[config.mk]
export PLATFORM = sky130hd
export DESIGN_NAME = pd_sequencer
export DESIGN_NICKNAME = d
export VERILOG_FILES = /design/src/rtl/pd_sequencer.sv
export SDC_FILE = /design/constraint.sdc
export NUM_CORES = 1
export LEC_CHECK = 0
export ABC_CLOCK_PERIOD_IN_PS = 2400
export BUFFER_PORTS_ARGS = -buffer_cell sky130_fd_sc_hd__buf_2
export CORE_MARGIN = 1.5
export CORE_UTILIZATION = 45
export DETAILED_ROUTE_END_ITERATION = 10
export PLACE_DENSITY = 0.68
export SLEW_MARGIN = 20
export SYNTH_ARGS = -nofsm -noshare
export SYNTH_HDL_FRONTEND = slang
export SYNTH_SLANG_ARGS = --single-unit
export TNS_END_PERCENT = 30
[constraint.sdc]
create_clock -name clk -period 2.4 [get_ports clk]
set_clock_uncertainty 0.05 [all_clocks]
set_input_delay 0.36 -clock clk [delete_from_list [all_inputs] [get_ports clk]]
set_output_delay 0.36 -clock clk [all_outputs]
set_load 0.01 [all_outputs]
[src/rtl/pd_sequencer.sv]
module pd_sequencer #(
  parameter int CLK_HZ     = 125_000_000,
  parameter int SETTLE_US  = 5,
  parameter int TIMEOUT_US = 1000,
  parameter int NCTRL      = 4
) (
  input  logic             clk,
  input  logic             rst,
  input  logic             cmd_on,
  input  logic             cmd_off,
  input  logic             cfg_has_clk,
  input  logic             cfg_keep_clk,
  input  logic             cfg_has_pgc,
  input  logic             cfg_has_hsk,
  input  logic [NCTRL-1:0] cfg_ctrl_mask,
  input  logic             pgc_done,
  input  logic             brg_pdn_ack_n,
  output logic             clk_en,
  output logic             pup_req,
  output logic             pdn_req,
  output logic [NCTRL-1:0] pwr_ctrl,
  output logic             brg_pdn_req_n,
  output logic             busy,
  output logic             done,
  output logic             error
);

  localparam int CYC_US     = (CLK_HZ / 1_000_000 > 0) ? CLK_HZ / 1_000_000 : 1;
  localparam int SETTLE_CYC = (CYC_US * SETTLE_US > 0) ? CYC_US * SETTLE_US : 1;
  localparam int TMO_CYC    = (CYC_US * TIMEOUT_US > 0) ? CYC_US * TIMEOUT_US : 1;
  localparam int CNT_MAX    = (TMO_CYC > SETTLE_CYC) ? TMO_CYC : SETTLE_CYC;
  localparam int CW         = $clog2(CNT_MAX + 1);
  localparam logic [CW-1:0] SETTLE_LAST = CW'(SETTLE_CYC - 1);
  localparam logic [CW-1:0] TMO_LAST    = CW'(TMO_CYC - 1);

  typedef enum logic [2:0] {S_IDLE, S_PUP, S_SETTLE, S_HSK, S_PDN} state_t;

  state_t           state;
  logic [CW-1:0]    cnt;
  logic             lat_clk, lat_keep, lat_pgc, lat_hsk, seq_clk;
  logic [NCTRL-1:0] lat_mask;
  logic             tmo;

  assign busy = (state != S_IDLE);
  assign tmo  = (cnt == TMO_LAST);

  always_ff @(posedge clk) begin
    if (rst) begin
      state         <= S_IDLE;
      cnt           <= '0;
      clk_en        <= 1'b0;
      pup_req       <= 1'b0;
      pdn_req       <= 1'b0;
      pwr_ctrl      <= '1;
      brg_pdn_req_n <= 1'b0;
      done          <= 1'b0;
      error         <= 1'b0;
      lat_clk       <= 1'b0;
      lat_keep      <= 1'b0;
      lat_pgc       <= 1'b0;
      lat_hsk       <= 1'b0;
      lat_mask      <= '0;
      seq_clk       <= 1'b0;
    end else begin
      done <= 1'b0;
      case (state)
        S_IDLE: begin
          if (cmd_on || cmd_off) begin
            lat_clk  <= cfg_has_clk;
            lat_keep <= cfg_keep_clk;
            lat_pgc  <= cfg_has_pgc;
            lat_hsk  <= cfg_has_hsk;
            lat_mask <= cfg_ctrl_mask;
            error    <= 1'b0;
            cnt      <= '0;
          end
          if (cmd_on) begin
            seq_clk <= cfg_has_clk;
            if (cfg_has_clk) clk_en <= 1'b1;
            if (cfg_has_pgc) begin
              pup_req <= 1'b1;
              state   <= S_PUP;
            end else begin
              state   <= S_SETTLE;
            end
          end else if (cmd_off) begin
            seq_clk <= cfg_has_clk && !cfg_keep_clk;
            if (cfg_has_clk && !cfg_keep_clk) clk_en <= 1'b1;
            if (cfg_has_hsk) begin
              brg_pdn_req_n <= 1'b0;
              state         <= S_HSK;
            end else if (cfg_has_pgc) begin
              pwr_ctrl <= pwr_ctrl | cfg_ctrl_mask;
              pdn_req  <= 1'b1;
              state    <= S_PDN;
            end else begin
              if (cfg_has_clk) clk_en <= 1'b0;
              done <= 1'b1;
            end
          end
        end
        S_PUP: begin
          if (pgc_done) begin
            pup_req  <= 1'b0;
            pwr_ctrl <= pwr_ctrl & ~lat_mask;
            cnt      <= '0;
            state    <= S_SETTLE;
          end else if (tmo) begin
            pup_req <= 1'b0;
            if (seq_clk) clk_en <= 1'b0;
            error   <= 1'b1;
            state   <= S_IDLE;
          end else begin
            cnt <= cnt + 1'b1;
          end
        end
        S_SETTLE: begin
          if (cnt == SETTLE_LAST) begin
            if (lat_hsk) brg_pdn_req_n <= 1'b1;
            if (lat_clk && !lat_keep) clk_en <= 1'b0;
            done  <= 1'b1;
            state <= S_IDLE;
          end else begin
            cnt <= cnt + 1'b1;
          end
        end
        S_HSK: begin
          if (!brg_pdn_ack_n) begin
            cnt <= '0;
            if (lat_pgc) begin
              pwr_ctrl <= pwr_ctrl | lat_mask;
              pdn_req  <= 1'b1;
              state    <= S_PDN;
            end else begin
              if (lat_clk) clk_en <= 1'b0;
              done  <= 1'b1;
              state <= S_IDLE;
            end
          end else if (tmo) begin
            if (seq_clk) clk_en <= 1'b0;
            error <= 1'b1;
            state <= S_IDLE;
          end else begin
            cnt <= cnt + 1'b1;
          end
        end
        S_PDN: begin
          if (pgc_done) begin
            pdn_req <= 1'b0;
            if (lat_clk) clk_en <= 1'b0;
            done  <= 1'b1;
            state <= S_IDLE;
          end else if (tmo) begin
            pdn_req <= 1'b0;
            if (seq_clk) clk_en <= 1'b0;
            error   <= 1'b1;
            state   <= S_IDLE;
          end else begin
            cnt <= cnt + 1'b1;
          end
        end
        default: state <= S_IDLE;
      endcase
    end
  end

  AST_ONE_REQ: assert property (@(posedge clk) disable iff (rst)
    !(pup_req && pdn_req));
  AST_REQ_BUSY: assert property (@(posedge clk) disable iff (rst)
    (pup_req || pdn_req) |-> busy);
  AST_DONE_PULSE: assert property (@(posedge clk) disable iff (rst)
    done |=> !done);
  AST_ERR_IDLE: assert property (@(posedge clk) disable iff (rst)
    error |-> !busy && !pup_req && !pdn_req);
  AST_BUSY_END: assert property (@(posedge clk) disable iff (rst)
    $fell(busy) |-> (done || error));
  AST_PUP_CLK: assert property (@(posedge clk) disable iff (rst)
    ($rose(pup_req) && lat_clk) |-> clk_en);
  AST_PDN_AFTER_HSK: assert property (@(posedge clk) disable iff (rst)
    ($rose(pdn_req) && lat_hsk) |-> !brg_pdn_req_n);
  AST_PDN_GATED: assert property (@(posedge clk) disable iff (rst)
    pdn_req |-> ((pwr_ctrl & lat_mask) == lat_mask));
  AST_BRG_AFTER_PUP: assert property (@(posedge clk) disable iff (rst)
    ($rose(brg_pdn_req_n) && lat_pgc) |-> ((pwr_ctrl & lat_mask) == '0));

endmodule

## Word level (Yosys, flattened, before mapping)

Index checks and enable logic that the tools add are counted.

| word-level totals | value |
|---|---|
| flip-flop bits (word level) | 39 |
| bits in latches | 0 |
| memory bits (writable) | 0 |
| ROM bits | 0 |
| output and inout port bits | 11 |
| logic and storage cells | 152 |
| memories kept | 0 |

| operators by class | value |
|---|---|
| $add $sub $neg | 1 |
| multiply operators | 0 |
| div/mod/pow operators | 0 |
| magnitude comparators | 0 |
| eq/ne operators | 30 |
| shifts and indexed selects | 0 |
| mux-type cells | 77 |
| bitwise operators | 4 |
| reduce and logical (&&, ||, !) cells | 25 |

Operator list:

| kind | count |
|---|---|
| $mux W17 | 6 |
| $pmux W17 S5 | 1 |
| $mux W1 | 44 |
| $ne A2 B2 Y1 const B | 18 |
| $mux W3 | 10 |
| $mux W4 | 7 |
| $add A17 B1 Y17 const B | 1 |
| $eq A17 B10 Y1 const B | 1 |
| $eq A17 B17 Y1 const B | 1 |
| $reduce_and A8 Y1 | 2 |
| $ne A3 B3 Y1 const B | 5 |
| $pmux W3 S5 | 1 |
| $pmux W4 S3 | 1 |
| $reduce_and A4 Y1 | 3 |
| $reduce_bool A3 Y1 | 4 |
| $or A4 B4 Y4 | 2 |
| $reduce_and A7 Y1 | 1 |
| $eq A3 B2 Y1 const B | 2 |
| $pmux W1 S3 | 2 |
| $reduce_and A6 Y1 | 1 |
| $reduce_bool A2 Y1 | 3 |
| $pmux W1 S5 | 1 |
| $reduce_bool A5 Y1 | 1 |
| $and A4 B4 Y4 | 1 |
| 14 further kinds | 18 |

## Logic depth before layout (Yosys ltp)

| depth | value |
|---|---|
| depth in word-level cells | 9 |
| depth in mapped cells | 8 |
| depth with buffers taken out | 7 |

## Worst setup path before layout

Ideal clock, no wire load.

| path | value |
|---|---|
| kind | reg2reg |
| from | register cnt[0] |
| to | register state[2] |
| library setup time | 0.116 ns |
| arrival time | 1.647 ns |
| required time | 2.234 ns |
| setup slack | 0.587 ns |
| stages on the path, launching flop included | 7 |
| clock period less this slack | 1.813 ns |
| path through | dfxtp_1 > ha_1 > nand4_1 > nor4_1 > nand4_1 > a221o_1 > and3_1 |

| on the way | value |
|---|---|
| longest elaborated chain between the ends | 4 |

RTL lines:

| item | line | RTL |
|---|---|---|
| from (decl) | 39 | `logic [CW-1:0] cnt;` |
| from (signal assigned) | 114 | `cnt <= cnt + 1'b1;` |
| from (signal assigned) | 124 | `cnt <= cnt + 1'b1;` |
| from (signal assigned) | 144 | `cnt <= cnt + 1'b1;` |
| $eq A17 B17 Y1 | 45 | `assign tmo = (cnt == TMO_LAST);` |
| $mux W3 | - |  |
| $mux W3, on equally long branches | - |  |
| $pmux W3 S5 | - |  |
| to (signal assigned) | 49 | `state <= S_IDLE;` |
| to (signal assigned) | 82 | `state <= S_PUP;` |
| to (signal assigned) | 84 | `state <= S_SETTLE;` |
| to (decl) | 38 | `state_t state;` |

Several ways; a longest one is shown, not always the timed one.
A chain may end at the register's enable or synchronous reset.

## Final worst setup path

Same ends and word-level chain as after synthesis.

==> impl_results.md <==
- Outcome: finished clean
- Clk slew on worst S/H paths: 0.08 ns
- Mapped cell area: 2320 um2
- Pint: 0.00141 W
- Clk network pwr share: 25.2%
- Critical path fanouts, max: 6
- Clock buffer depth: 2
- DP HPWL: 4580 um
- Post-synth ARST share: 0%
- Clock latency on the worst-skew pair: 0.29 ns
- Switching power: 0.000895 W
- Share of layout cells above drive strength 1: 19.3%
- Gr usage total: 24.1%
- Num CTS Buffers: 5
- Worst-margin pin slew: 0.593 ns
- Clk sink count: 39
- Switch share: 38.8%
- Dpl ws: 0.263 ns
- RSZ-0062 raised after global routing: false
- Critical-path cell list: ha_1 -> nand4_1 -> nor4_1 -> nand4_1 -> a221o_1 -> and3_1
- Clock tree root buffer cell: clkbuf_8
- DRC: 0
- Fin crit period: 2.20 ns
- Die W: 74.9 um
- # IOs: 25
- Fillcell total: 466
- Pwr per Cell Area: 858 nW/um2
- Final setup violation count: 0
- Initial antenna violation count: 0
- Row cnt: 25
- Most frequent CP cell: nand4_1
- Core ar.: 4850 um2
- Peak VDD IR: 426 uV
- Detail Route Antenna Nets: 0
- Max-slew violation count: 0
- Post CTS Setup Buffer Count: 0
- Critical path required time: 2.54 ns
- Max-cap violation count: 0
- CTS tree: done
- P_leak: 0.999 nW
- Vias in the first global route: 2,073
- Setup ws final: 0.204 ns
- Total power: 0.00231 W
- Seq pwr share: 35.3%
- Post-Synthesis Cells: 293
- Synthesized area per cell: 7.93 um2
- Area Overhead vs Synth: 15.7%
- TritonRoute pass-1 iters: 5
- WP buf/inv: 0
- Top delay family on crit path: simple AND/OR/NAND/NOR gates
- Seq cells post-synth: 39
- Initial Util: 47.9%
- EDFF count, synth: 0
- First-pass GRT wire length: 10,300 um
- Wire per inst: 16.1 um
- Drt total wl: 6340 um
- Flop2flop setup slack: 0.20 ns
- Distinct cells, synth: 63
- WS Path Type: register to register
- Crit-path max cell delay: 0.44 ns
- Mean number of vias per cell: 6.12
- Peak Freq: 455 MHz
- Number of diodes: 0
- Post-Syn Nets: 309
- Setup TNS: 0 ns
- YS warnings: 0
- Die Area: 5610 um2
- Synth Flop Type: dfxtp_1
- PostCTS Resize Cnt: 0
- Port Buffer Count: 24
- Total grt overflow: 0
- Final hold viol count: 0
- Gp weighted congestion: 0.912
- Die H: 74.9 um
- H-tree levels: 2
- Element type at the critical path start: register
- CTS Hold Bufs: 0
- Detailed Route Iter0 Violations: 284
- CP max stage cell: a221o_1
- Worst Hold Class: primary input to register
- Crit end category: register
- Tcrit/Tclk final: 91.5%
- Worst rel slew slack: 60.4%
- Final nets: 341
- Logic pwr share: 39.5%
- Seq/Total Area, Yosys: 33.6%
- Crit path arrival time: 2.33 ns
- Vias: 2,404
- Largest net degree at the start of global routing: 22
[worst register-to-register path, stage by stage, from the launching register on]
cell and delay [ns]:
dfxtp_1 0.43, ha_1 0.28, nand4_1 0.11, nor4_1 0.28
nand4_1 0.32, a221o_1 0.44, and3_1 0.18
[layout make-up]
class	count	area, um2	area share, %
Clock inverter	2	35.0	1.30
Sequential cell	39	781	29.0
Timing Repair Buffer	40	240	8.93
Clock buffer	6	82.6	3.07
Tap cell	67	83.8	3.12
Inverter	13	48.8	1.81
Multi-Input combinational cell	226	1420	52.7
[power groups by stage]
stage	sequential, W	clock, W	combinational (W)
final	0.000815	0.000581	0.000911
after global routing	0.000826	0.000617	0.000995
after CTS	0.000811	0.000592	0.000903
after detailed placement	0.000826	0	0.000896
after global placement	0.000820	0	0.000899
after floorplan	0.000787	0	0.000689
[layout by cell type (no fill, tap or decap), types with 3 or more instances in the layout]
| cell | n |
|---|---|
| nor3b_1 | 3 |
| nand2_1 | 34 |
| or3_1 | 8 |
| nand2b_1 | 4 |
| inv_1 | 12 |
| nor2_1 | 23 |
| a21oi_1 | 30 |
| a31oi_1 | 9 |
| dfxtp_1 | 39 |
| nor2b_1 | 4 |
| o21ai_1 | 3 |
| mux2i_1 | 5 |
| a211oi_1 | 4 |
| o211ai_1 | 4 |
| nand3_1 | 6 |
| clkbuf_8 | 6 |
| buf_4 | 16 |
| or4_1 | 4 |
| o21ai_0 | 19 |
| nor4_1 | 3 |
| and3_1 | 3 |
| a22oi_1 | 3 |
| buf_2 | 24 |
| nand4_1 | 9 |
[cell families after synthesis]
logic type | Yosys count | share of synthesized area, %
AOI/OAI and AO/OA | 96 | 28.3
buffers and inverters | 28 | 5.44
muxes | 6 | 2.64
xor gates and xnor gates | 2 | 0.754
DFF | 39 | 33.6
and+or+nand+nor | 120 | 28.3
adders and majority gates | 2 | 1.08
[registers in the layout, summed over array words and instances (netlist names), 3 cells and up]
name      cells
cnt          17
state         3
lat_mask      4
pwr_ctrl      4
[layer usage]
metal  GRT usage [%]  vias up  wire (um)
met2            34.9      105       2870
met1            34.8     1129       2910
met5               0        -          0
li1                -     1159          -
met4            10.7        0        108
met3            4.28       11        445
[cells in the mapped netlist (3+ instances only)]
library cell	n	area [um2]
dfxtp_1	39	781
nand2_1	34	128
a21oi_1	30	150
nor2_1	23	86.3
o21ai_0	19	95.1
inv_1	12	45.0
a31oi_1	9	56.3
nand4_1	9	56.3
or3_1	8	50.1
nand3_1	6	30.0
buf_2	5	25.0
clkbuf_1	5	18.8
mux2i_1	5	50.1
a211oi_1	4	30.0
nand2b_1	4	25.0
nor2b_1	4	25.0
o211ai_1	4	30.0
or4_1	4	30.0
a22oi_1	3	22.5
and3_1	3	18.8
nor3b_1	3	22.5
nor4_1	3	18.8
o21ai_1	3	15.0
[per-stage QoR]
stage                     hold WS, ns  cell area (um2)  std cells  util [%]
final                           0.264             2690        393      55.5
after global routing            0.260             2690        393      55.5
after CTS                       0.259             2690        393      55.5
after detailed placement        0.405             2570        385      53.0
after global placement          0.394             2570        385      53.0
after floorplan                 0.386             2320        293         -
[worst paths after layout]
check,from,to,cells past startpoint
setup / recovery,cnt[0],state[2],6
hold / removal,cfg_ctrl_mask[3],lat_mask[3],3
setup reg to reg,cnt[0],state[2],6
hold reg to reg,brg_pdn_req_n,brg_pdn_req_n,2
(Power assumes the default switching activity.)
